### src/rtl/dscr_pkg.sv
package dscr_pkg;

  localparam int GEN_W = 16;
  localparam logic [GEN_W-1:0] GEN_SEED = '1;

  // Control to datapath strobes for the current input byte.
  typedef struct packed {
    logic take;       // a byte is present this cycle
    logic bypass;     // forward unchanged
    logic seed;       // keystream restarts on this byte
    logic frameMark;  // byte is a qualified frame start
  } dscrStrobe_t;

  // One keystream step: the oldest bit leaves at the top and the new
  // bit is formed from taps 1, 3, 12, 16 back in the history.
  function automatic logic [GEN_W-1:0] genStep(input logic [GEN_W-1:0] s);
    return {s[GEN_W-2:0], s[15] ^ s[11] ^ s[2] ^ s[0]};
  endfunction

endpackage

### src/rtl/dscr_ctrl.sv
module dscr_ctrl
  import dscr_pkg::*;
#(
  parameter int ROWS      = 4,
  parameter int ROW_BYTES = 4080,
  parameter int FAS_BYTES = 6
) (
  input  logic        clk,
  input  logic        rstN,
  input  logic        inValid,
  input  logic        inFrameStart,
  output dscrStrobe_t strobe
);

  localparam int FRAME_BYTES = ROWS * ROW_BYTES;
  localparam int POS_W       = $clog2(FRAME_BYTES);
  localparam logic [POS_W-1:0] LAST_POS = POS_W'(FRAME_BYTES - 1);
  localparam logic [POS_W-1:0] KEY_POS  = POS_W'(FAS_BYTES);

  logic [POS_W-1:0] posQ;
  logic [POS_W-1:0] curPos;
  logic             lockedQ;
  logic             fsHit;
  logic             lockedNow;

  assign fsHit     = inValid & inFrameStart;
  assign curPos    = fsHit ? '0 : posQ;
  assign lockedNow = lockedQ | fsHit;

  always_ff @(posedge clk) begin
    if (!rstN) begin
      posQ    <= '0;
      lockedQ <= 1'b0;
    end else if (inValid) begin
      posQ    <= (curPos == LAST_POS) ? '0 : curPos + 1'b1;
      lockedQ <= lockedNow;
    end
  end

  always_comb begin
    strobe.take      = inValid;
    strobe.frameMark = fsHit;
    strobe.bypass    = !lockedNow || (curPos < KEY_POS);
    strobe.seed      = lockedNow && (curPos == KEY_POS);
  end

endmodule

### src/rtl/dscr_datapath.sv
module dscr_datapath
  import dscr_pkg::*;
#(
  parameter int DATA_W = 8
) (
  input  logic              clk,
  input  logic              rstN,
  input  dscrStrobe_t       strobe,
  input  logic [DATA_W-1:0] inData,
  output logic [DATA_W-1:0] outData,
  output logic              outValid,
  output logic              outFrameStart
);

  logic [GEN_W-1:0]  genQ;
  logic [GEN_W-1:0]  chain [DATA_W+1];
  logic [DATA_W-1:0] keyByte;

  assign chain[0] = strobe.seed ? GEN_SEED : genQ;

  for (genvar k = 0; k < DATA_W; k++) begin : g_bit
    assign keyByte[DATA_W-1-k] = chain[k][GEN_W-1];
    assign chain[k+1]          = genStep(chain[k]);
  end

  always_ff @(posedge clk) begin
    if (!rstN) begin
      genQ          <= GEN_SEED;
      outData       <= '0;
      outValid      <= 1'b0;
      outFrameStart <= 1'b0;
    end else begin
      outValid      <= strobe.take;
      outFrameStart <= strobe.frameMark;
      if (strobe.take) begin
        if (strobe.bypass) begin
          outData <= inData;
        end else begin
          outData <= inData ^ keyByte;
          genQ    <= chain[DATA_W];
        end
      end
    end
  end

endmodule

### src/rtl/dscr_top.sv
module dscr_top
  import dscr_pkg::*;
#(
  parameter int DATA_W    = 8,
  parameter int ROWS      = 4,
  parameter int ROW_BYTES = 4080,
  parameter int FAS_BYTES = 6
) (
  input  logic              clk,
  input  logic              rstN,
  input  logic [DATA_W-1:0] inData,
  input  logic              inValid,
  input  logic              inFrameStart,
  output logic [DATA_W-1:0] outData,
  output logic              outValid,
  output logic              outFrameStart
);

  dscrStrobe_t strobe;

  dscr_ctrl #(
    .ROWS(ROWS), .ROW_BYTES(ROW_BYTES), .FAS_BYTES(FAS_BYTES)
  ) u_ctrl (
    .clk(clk), .rstN(rstN), .inValid(inValid),
    .inFrameStart(inFrameStart), .strobe(strobe)
  );

  dscr_datapath #(.DATA_W(DATA_W)) u_dp (
    .clk(clk), .rstN(rstN), .strobe(strobe), .inData(inData),
    .outData(outData), .outValid(outValid), .outFrameStart(outFrameStart)
  );

endmodule

### config.mk
export PLATFORM = sky130hd
export DESIGN_NAME = dscr_top
export DESIGN_NICKNAME = d
export VERILOG_FILES = /design/src/rtl/dscr_pkg.sv /design/src/rtl/dscr_ctrl.sv /design/src/rtl/dscr_datapath.sv /design/src/rtl/dscr_top.sv
export SDC_FILE = /design/constraint.sdc
export NUM_CORES = 1
export LEC_CHECK = 0
export BUFFER_PORTS_ARGS = -buffer_cell sky130_fd_sc_hd__buf_2
export CAP_MARGIN = 20
export CORE_ASPECT_RATIO = 1.1
export CORE_UTILIZATION = 48
export CTS_BUF_LIST = sky130_fd_sc_hd__clkbuf_4 sky130_fd_sc_hd__clkbuf_8 sky130_fd_sc_hd__clkbuf_16
export CTS_CLUSTER_DIAMETER = 100
export DETAILED_ROUTE_END_ITERATION = 16
export PLACE_DENSITY = 0.79
export REMOVE_ABC_BUFFERS = 1
export SLEW_MARGIN = 5
export SYNTH_ARGS = -nofsm -noshare
export SYNTH_HDL_FRONTEND = slang
export SYNTH_SLANG_ARGS = --single-unit
### constraint.sdc
create_clock -name clk -period 4.3 [get_ports clk]
set_input_delay 0.215 -clock clk [delete_from_list [all_inputs] [get_ports clk]]
set_output_delay 0.215 -clock clk [all_outputs]
set_load 0.03 [all_outputs]
## After elaboration in Yosys (flattened, before gate mapping)

Index checks and enable logic that the tools add are counted.

| storage, ports and cells | value |
|---|---|
| output and inout port bits | 10 |
| memories | 0 |
| input port bits | 12 |
| word-level logic and storage cells | 46 |
| ROM bits | 0 |
| bits in registers | 41 |
| bits in writable memories | 0 |
| latch bits | 0 |

| operators by class | value |
|---|---|
| shifts and indexed selects | 0 |
| bitwise operators | 28 |
| multiply operators | 0 |
| $lt $le $gt $ge | 1 |
| divide/modulo/power cells | 0 |
| reduce and logical (&&, ||, !) cells | 4 |
| equality and inequality tests | 2 |
| multiplexer cells | 4 |
| $add $sub $neg | 1 |

Operators by type and width:

| kind | count |
|---|---|
| $mux 14 | 2 |
| $xor 1x1->1 | 24 |
| $mux 16 | 1 |
| $add 14x1->14 const B | 1 |
| $eq 14x14->1 const B | 1 |
| $eq 14x3->1 const B | 1 |
| $lt 14x3->1 const B | 1 |
| $mux 8 | 1 |
| $xor 8x8->8 | 1 |
| $reduce_and 2->1 | 1 |
| $and 1x1->1 | 1 |
| $logic_and 1x1->1 | 1 |
| $logic_not 1->1 | 1 |
| $logic_or 1x1->1 | 1 |
| $not 1->1 | 1 |
| $or 1x1->1 | 1 |

## Depth between registers and ports, before layout

Gate-level depths: netlist of the first run.

| depth | value |
|---|---|
| depth after elaboration | 15 |
| mapped depth | 10 |
| gate-level depth less buffers | 9 |

## Cells and area by module

Synthesis of the first run repeated with hierarchy kept, for this count alone.

| unflattened totals | value |
|---|---|
| cell total of the unflattened synthesis | 291 |
| area, all modules | 2,387.3 sq um |

By module, submodules not included:

| module | area each (sq um) | instances | seq. area each (sq um) | cells each |
|---|---|---|---|---|
| dscr_datapath | 1,367.6 | 1 | 520.5 | 156 |
| dscr_ctrl | 1,019.7 | 1 | 300.3 | 135 |

## Worst setup path before layout of the first run

Ideal clock, no wire load.

| path | value |
|---|---|
| kind | input to register |
| start | input port inValid |
| end | register u_ctrl.posQ[11] |
| setup time | 0.091 ns |
| stages on the path | 9 |
| buffers on the path | 1 |
| setup slack | 2.442 ns |
| data required time | 4.209 ns |
| data arrival time | 1.768 ns |
| cell sequence | buf_4 nand2_1 and2_1 ha_1 and4_1 and4_1 nor2b_2 a41oi_1 a311oi_1 |

| on the way | value |
|---|---|
| word-level cells in the longest chain between the ends | 4 |

Ends and longest elaborated chain:

| element | RTL line | RTL |
|---|---|---|
| start: declaration | dscr_top.sv:12 | `input logic inValid,` |
| $and 1x1->1 | dscr_ctrl.sv:26 | `assign fsHit = inValid & inFrameStart;` |
| $mux 14 | dscr_ctrl.sv:27 | `assign curPos = fsHit ? '0 : posQ;` |
| $add 14x1->14 or $eq 14x14->1 (tied branches) | dscr_ctrl.sv:35 | `posQ <= (curPos == LAST_POS) ? '0 : curPos + 1'b1;` |
| $mux 14 | dscr_ctrl.sv:35 |  |
| end signal: assignment | dscr_ctrl.sv:35 |  |
| end: declaration | dscr_ctrl.sv:20 | `logic [POS_W-1:0] posQ;` |

Parallel ways exist; a longest one is shown, timed or not.
A chain may end at the register's enable or synchronous reset.

## Final worst setup path of the first run

| path | value |
|---|---|
| start | input port inValid |
| end | register u_dp.genQ[10] |

| on the way | value |
|---|---|
| word-level cells in the longest chain between the ends | 6 |

Ends and longest elaborated chain:

| element | RTL line | RTL |
|---|---|---|
| $and 1x1->1 | dscr_ctrl.sv:26 |  |
| $mux 14 or $or 1x1->1 (tied branches) | dscr_ctrl.sv:27, dscr_ctrl.sv:28 |  |
| $lt 14x3->1 or $logic_not 1->1 (tied branches) | dscr_ctrl.sv:43 | `strobe.bypass = !lockedNow \|\| (curPos < KEY_POS);` |
| $logic_or 1x1->1 | dscr_ctrl.sv:43 |  |
| $not 1->1 (no line) | - |  |
| $reduce_and 2->1 (no line) | - |  |
| end signal: assignment | dscr_datapath.sv:40 | `genQ <= chain[DATA_W];` |
| end: declaration | dscr_datapath.sv:15 | `logic [GEN_W-1:0] genQ;` |

Parallel ways exist; a longest one is shown, timed or not.

==> impl_metrics.toml, run 1 <==
[synth]
synth_top_cell_by_area = "dfxtp_1"
synth_seq_cells = 41
yosysTopAreaCellShare_pct = 35.8
yosysWarningCount = 0
ys_types = 54
synth-async-reset-ratio_pct = 0
synth-main-ff-cell = "dfxtp_1"
syn_inst = 271
netlist_area_sq_um = 2290
postSynthAreaPerCell_sq_um = 8.46
synth_area_leaders = "dfxtp_1 36%, xnor2_1 7.3%, o21ai_0 6.5%"
synth_edf_count = 0
ys_seq_area_share_pct = 35.8

[timing]
rsz0062_at_grt = "no"
clock_skew_ns = 0.00960
setup_viol = 0
worst_slew_pin_slew_ns = 0.686
fmax_ghz = 0.413
holdWs_ns = 0.197
hold_violations = 0
slew_violations = 0
layout_min_cycle_time_ns = 2.42
finalCritPeriodShare_pct = 56.3
slew_headroom_pct = 54.2
tns_ns = 0

[clock_tree]
cts_inserted_buffers = 5
cts.clk_slew.worst_paths_ns = 0.08
cts_resized = 0
clock_path_buffers = 2
cts_tree = "yes"
clockRootBuffer = "clkbuf_8"
ctsHtreeMaxLevel = 2
clk_latency_ns = 0.29
post-cts-setup-buffer-count = 0
ctsHoldBuffers = 0
clock_sinks = 41

[route]
viasPerCell = 5.82
wl_per_cell_um = 14.0
drc_errors = 0
drt_wl_total_um = 4760
final_antenna_net_count = 0
first_pass_iters = 4
vias = 1972
drt_iter0_markers = 70

[global_routing]
grt_max_degree = 46
use_met2_pct = 31.5
top_usage_layer = "met2"
antenna_found_initial = 0
grt_use_met3_pct = 5.83
grtUsageTotal_pct = 19.2
grt_use_met1_pct = 24.0
grt_pass1_vias = 1641
grt-ovfl-total = 0
grt_pass1_wl_um = 7390

[floorplan]
initial_utilization_pct = 49.6
dieArea_sq_um = 5060
rows = 26
die_x_um = 67.9
die_y_um = 74.5
pin_count = 22
core_sq_um = 4620

[worst_setup_path]
r2r_setup_slack_ns = 2.06
path_depth = 8
worst_ep_arrival_time_ns = 2.58
crit_type = "in -> reg"
critical-path-top-delay-family = "simple AND/OR/NAND/NOR gates"
worst-path-max-fanout = 45
cp_num_buf_inv = 1
slowest_stage = "buf_2"
critPathLaunchType = "input pin"
path_cells = "buf_2 -> nand2_1 -> and2_1 -> ha_1 -> and3_1 -> and2_0 -> nor3_1 -> o21ai_0"
critPathCaptureType = "flop"
reg2reg_depth = 5
critPathRequiredTime_ns = 4.46
cpPeakStageDelay_ns = 0.53

[finish]
area_growth_pct = 8.89
diodes = 0
utilization_pct = 54.1
layout_common_cells = "41 x dfxtp_1, 30 x o21ai_0, 21 x buf_2"
nNetsFinal = 296
final_common_cell = "dfxtp_1"
drive_gt1_share_pct = 14.1

[power_and_ir_drop]
power_density_nw_per_um2 = 314
p_leak_nw = 0.968
peakVddDrop_mv = 0.224

[hold_path]
hold_class = "in -> reg"
whs_path_depth = 3

[outcome]
outcome = "complete, no violations"

[placed_design]
gp_congestion = 0.840
dp_hpwl_um = 3210
port_buffers = 21

[run]
max-cap-violations = 0
[state kept, by name (all words and copies together) (netlist names)]
register and count:
u_ctrl.lockedQ 1, u_dp.genQ 16, u_ctrl.posQ 14, u_dp.outFrameStart 1
u_dp.outValid 1, u_dp.outData 8
[logic make-up after synthesis]
family	after synthesis	share of synthesized area (%)
xor+xnor	24	11.0
simple gates	97	23.7
mux	2	0.873
flops	41	35.8
buf+inv	22	4.80
compound gates	83	22.7
fa+ha+maj	2	1.09
[metal layers]
metal | up-vias | wire length, um | share of wire (%)
met4 | 0 | 67 | 1.4
met2 | 27 | 2220 | 47
met5 | - | 0 | 0
met3 | 11 | 127 | 2.7
li1 | 1005 | - | -
met1 | 929 | 2340 | 49
[worst register-to-register path, delay by kind of cell (launching register included)]
kind	cells	cell delay, ns
AOI/OAI and AO/OA	3	0.97
and+or+nand+nor	2	0.81
DFF	1	0.36
[metrics by stage]
| stage | instance area, sq um | instances | power, W | worst slack (ns) |
|---|---|---|---|---|
| detailed placement | 2380 | 331 | 0.000461 | 1.61 |
| global route | 2500 | 339 | 0.000812 | 1.73 |
| finish | 2500 | 339 | 0.000785 | 1.88 |
| global placement | 2380 | 331 | 0.000460 | 1.70 |
| CTS | 2500 | 339 | 0.000787 | 1.91 |
| floorplan | 2200 | 254 | 0.000434 | 2.43 |
[cells in the mapped netlist, types with 2 or more instances]
cell type	count
and4b_1	3
and2_1	5
a21o_1	2
o211ai_1	2
nor3_1	11
a41oi_1	2
nand3_1	8
inv_1	5
nor2b_1	2
nand2b_1	6
a21oi_1	17
dfxtp_1	41
xnor2_2	2
xnor3_1	2
clkbuf_1	10
o21ai_0	30
a211o_1	2
a31oi_1	11
nor2_1	18
nand2_1	12
a31o_2	2
and3_1	9
or3_1	8
buf_4	5
xnor2_1	19
ha_1	2
nor4_1	2
mux2i_1	2
and4_1	4
o31ai_1	3
[cell type report]
cell class                 instances  area [sq um]
fill                             431          2120
multi-input combinational        208          1360
sequential                        41           821
timing repair buffer              21           105
clock buffer                       7          90.1
tap                               56          70.1
clock inverter                     1          30.0
inverter                           5          18.8
[power breakdown]
part | internal (W) | switching, W | total, W
Clock | 0.000196 | 0.000137 | 0.000333
Combinational | 0.0000189 | 0.0000408 | 0.0000597
Sequential | 0.000388 | 0.00000484 | 0.000393
[worst paths after layout]
path                                       from         endpoint
worst max-delay path                    inValid    u_dp.genQ[10]
worst min-delay path                  inData[1]  u_dp.outData[1]
worst max register to register  u_ctrl.posQ[13]     u_dp.genQ[2]
worst min register to register     u_dp.genQ[1]     u_dp.genQ[1]
Power figures use the tool's default switching activity.
==> run 2, diff against run 1 <==
ABC_AREA = 1   (was unset)
PLACE_DENSITY = 0.81   (was 0.79)
clock period = 1.95 ns   (was 4.3 ns; I/O delays follow)
==> run 2 against run 1 <==
The flow now finishes with violations (setup timing); sequential power up 130%; non-clock buffer count up 90; cell area up 66%; combinational power rose to 13 times the previous value; critical path depth up 14; utilization up 28 points; sequential share of layout area down 13 points; critical endpoint is now u_dp.genQ[0]; largest cell class unchanged.
==> impl_metrics.toml, run 2 <==
[outcome]
outcome = "finished, violations left"
failed_checks = "setup timing"

[worst_setup_path]
worst-path-max-fanout = 8
critPathRequiredTime_ns = 2.14
crit_type = "reg -> reg"
critPathLaunchType = "flop"
r2r_setup_slack_ns = -1.04
critPathCaptureType = "flop"
startpoint = "u_ctrl.posQ[0]"
r2r-start = "u_ctrl.posQ[0]"
worst_ep_arrival_time_ns = 3.19

[timing]
slew_violations = 0
layout_min_cycle_time_ns = 2.99
slew_headroom_pct = 70.7
worst_slew_pin_slew_ns = 0.435
fmax_ghz = 0.334
clock_skew_ns = 0.0163
setup_viol = 27
timing.final.ws_setup_ns = -1.04
finalCritPeriodShare_pct = 153
hold_violations = 0
rsz0062_at_grt = "yes"

[route]
viasPerCell = 6.15
drt_wl_total_um = 11000
vias = 3412
drt_iter0_markers = 254
first_pass_iters = 5
wl_per_cell_um = 19.8
drc_errors = 0
final_antenna_net_count = 0

[placed_design]
dp.cells = 507
place_ws_ns = -0.791
port_buffers = 21
gp_congestion = 0.868
dp_hpwl_um = 4670

[synth]
netlist_area_sq_um = 2560
synthXorXnorAreaFrac_pct = 3.03
synth_top_family_by_area = "simple AND/OR/NAND/NOR gates"
synth-main-ff-cell = "dfxtp_1"
ys_types = 33
postSynthAreaPerCell_sq_um = 6.59
ys_seq_area_share_pct = 32.0
synth_top_cell_by_area = "dfxtp_1"
synth-simple-area-share_pct = 35.9
syn_inst = 389
synthAdderAreaFrac_pct = 0.977
synth_edf_count = 0
synth_most_common_cell = "nand2_1"
synthTopCellsByCount = "93 x nand2_1, 60 x inv_1, 41 x dfxtp_1, 39 x nand3_1, 32 x nor2_1"
synth_area_leaders = "dfxtp_1 32%, nand2_1 14%, inv_1 8.8%"
synth-async-reset-ratio_pct = 0
synth-compound-area-share_pct = 16.0
yosysWarningCount = 0
yosysTopAreaCellShare_pct = 32.0
synth_seq_cells = 41
synthMuxAreaShare_pct = 0

[finish]
reg_top3 = "u_dp.genQ: 16 flops, u_ctrl.posQ: 14 flops, u_dp.outData: 8 flops"
area_growth_pct = 61.4
final_cells = 555
layout_common_cells = "66 x buf_4, 61 x nand2_1, 45 x inv_1"
largest-register = "u_dp.genQ"
final_common_cell = "buf_4"
diodes = 0
nNetsFinal = 511
drive_gt1_share_pct = 50.9
largest_reg_flops = 16

[clock_tree]
cts_tree = "yes"
ctsHoldBuffers = 0
clock_sinks = 41
clk_latency_ns = 0.31
clock_path_buffers = 2
ctsHtreeMaxLevel = 2
cts_inserted_buffers = 5
clockRootBuffer = "clkbuf_8"
cts.clk_slew.worst_paths_ns = 0.10

[global_routing]
antenna_found_initial = 0
grt-ovfl-total = 0
grt_pass1_vias = 3113
grtUsageTotal_pct = 31.4
grt_pass1_wl_um = 13900
grt_max_degree = 25

[run]
max-cap-violations = 0

[floorplan]
initial_utilization_pct = 50.6
die_y_um = 78.6
dieArea_sq_um = 5640
pin_count = 22
die_x_um = 71.7
rows = 27
core_sq_um = 5070

[hold_path]
holdCritStartpoint = "inData[0]"
hold_class = "in -> reg"

[power_and_ir_drop]
p_leak_nw = 1.97
netSwitchingPower_w = 0.000807
power_density_nw_per_um2 = 547
sw_frac_of_total_pct = 35.7
combPwrFrac_pct = 34.2
p_clk_share_pct = 26.6
power_frac_seq_pct = 39.2
p_int_w = 0.00145
peakVddDrop_mv = 0.455
-- run 2: power groups by stage --
stage / logic (W) / clock network [W] / registers [W]
global route: 0.000816 / 0.000623 / 0.000889
floorplan: 0.000272 / 0 / 0.000926
finish: 0.000772 / 0.000602 / 0.000887
global placement: 0.000430 / 0 / 0.000897
CTS: 0.000579 / 0.000589 / 0.000880
detailed placement: 0.000449 / 0 / 0.000898
-- run 2: stage by stage --
stage	hold WS, ns	power (W)	util (%)	setup TNS (ns)	cell area, sq um
4_1_cts	0.141	0.00205	72.4	-3.27	3670
2_1_floorplan	0.187	0.00120	-	-2.22	2490
3_5_place_dp	0.452	0.00135	60.5	-5.18	3070
5_1_grt	0.161	0.00233	81.6	-11.13	4140
3_3_place_gp	0.440	0.00133	60.5	-3.65	3070
6_report	0.142	0.00226	81.6	-9.03	4140
-- run 2: timing repair --
item,4_1_cts,5_1_grt
gates resized for setup,83,93
gates cloned,1,1
buffers inserted,39,13
setup endpoints to repair,21,36
pin swaps,19,43
-- run 2: area by class of cell --
| class | count | area (sq um) |
|---|---|---|
| multi-input combinational | 274 | 2020 |
| fill | 272 | 931 |
| timing repair buffer | 111 | 880 |
| sequential | 41 | 827 |
| inverter | 64 | 245 |
| clock buffer | 6 | 82.6 |
| tap | 58 | 72.6 |
| clock inverter | 1 | 7.51 |
-- run 2: path summary, 6_finish.rpt --
path | endpoint | depth (start not counted)
worst max-delay path | u_dp.genQ[0] | 22
worst min-delay path | u_dp.outData[0] | 4
worst max register to register | u_dp.genQ[0] | 22
worst min register to register | u_dp.outData[2] | 2
-- run 2: critical path, cell delays in order, from the launching register on --
cell and delay [ns]:
dfxtp_2 0.35, inv_2 0.09, nor2_4 0.05, inv_2 0.08, ha_4 0.13, inv_2 0.04
nor2_4 0.08, nand2_2 0.07, nor2_4 0.24, nand2_4 0.17, nand3_1 0.16, o21ai_2 0.12
xnor2_2 0.27, nand3_2 0.20, nand3_4 0.20, nand2_8 0.09, nand2_4 0.11, nand3_2 0.08
nand2_2 0.07, nand3b_1 0.12, nand2_1 0.06, nand2_1 0.05, nand2_1 0.04
-- run 2: kinds of logic (layout without fill, tap and decap cells) --
family,after synthesis,count (layout)
XOR/XNOR,8,8
AO/OA/AOI/OAI,67,68
AND/OR/NAND/NOR,195,196
buffers and inverters,76,182
adder cells (fa/ha/maj),2,2
flip-flops,41,41
-- run 2: routing by layer --
| metal | routed length [um] | vias to the layer above | track usage, % | part of all wire (%) |
|---|---|---|---|---|
| met2 | 5470 | 251 | 57.9 | 50 |
| met3 | 813 | 122 | 5.39 | 7.4 |
| met5 | 0 | - | 0 | 0 |
| met4 | 1070 | 0 | 20.8 | 9.7 |
| li1 | - | 1466 | - | - |
| met1 | 3620 | 1573 | 32.0 | 33 |
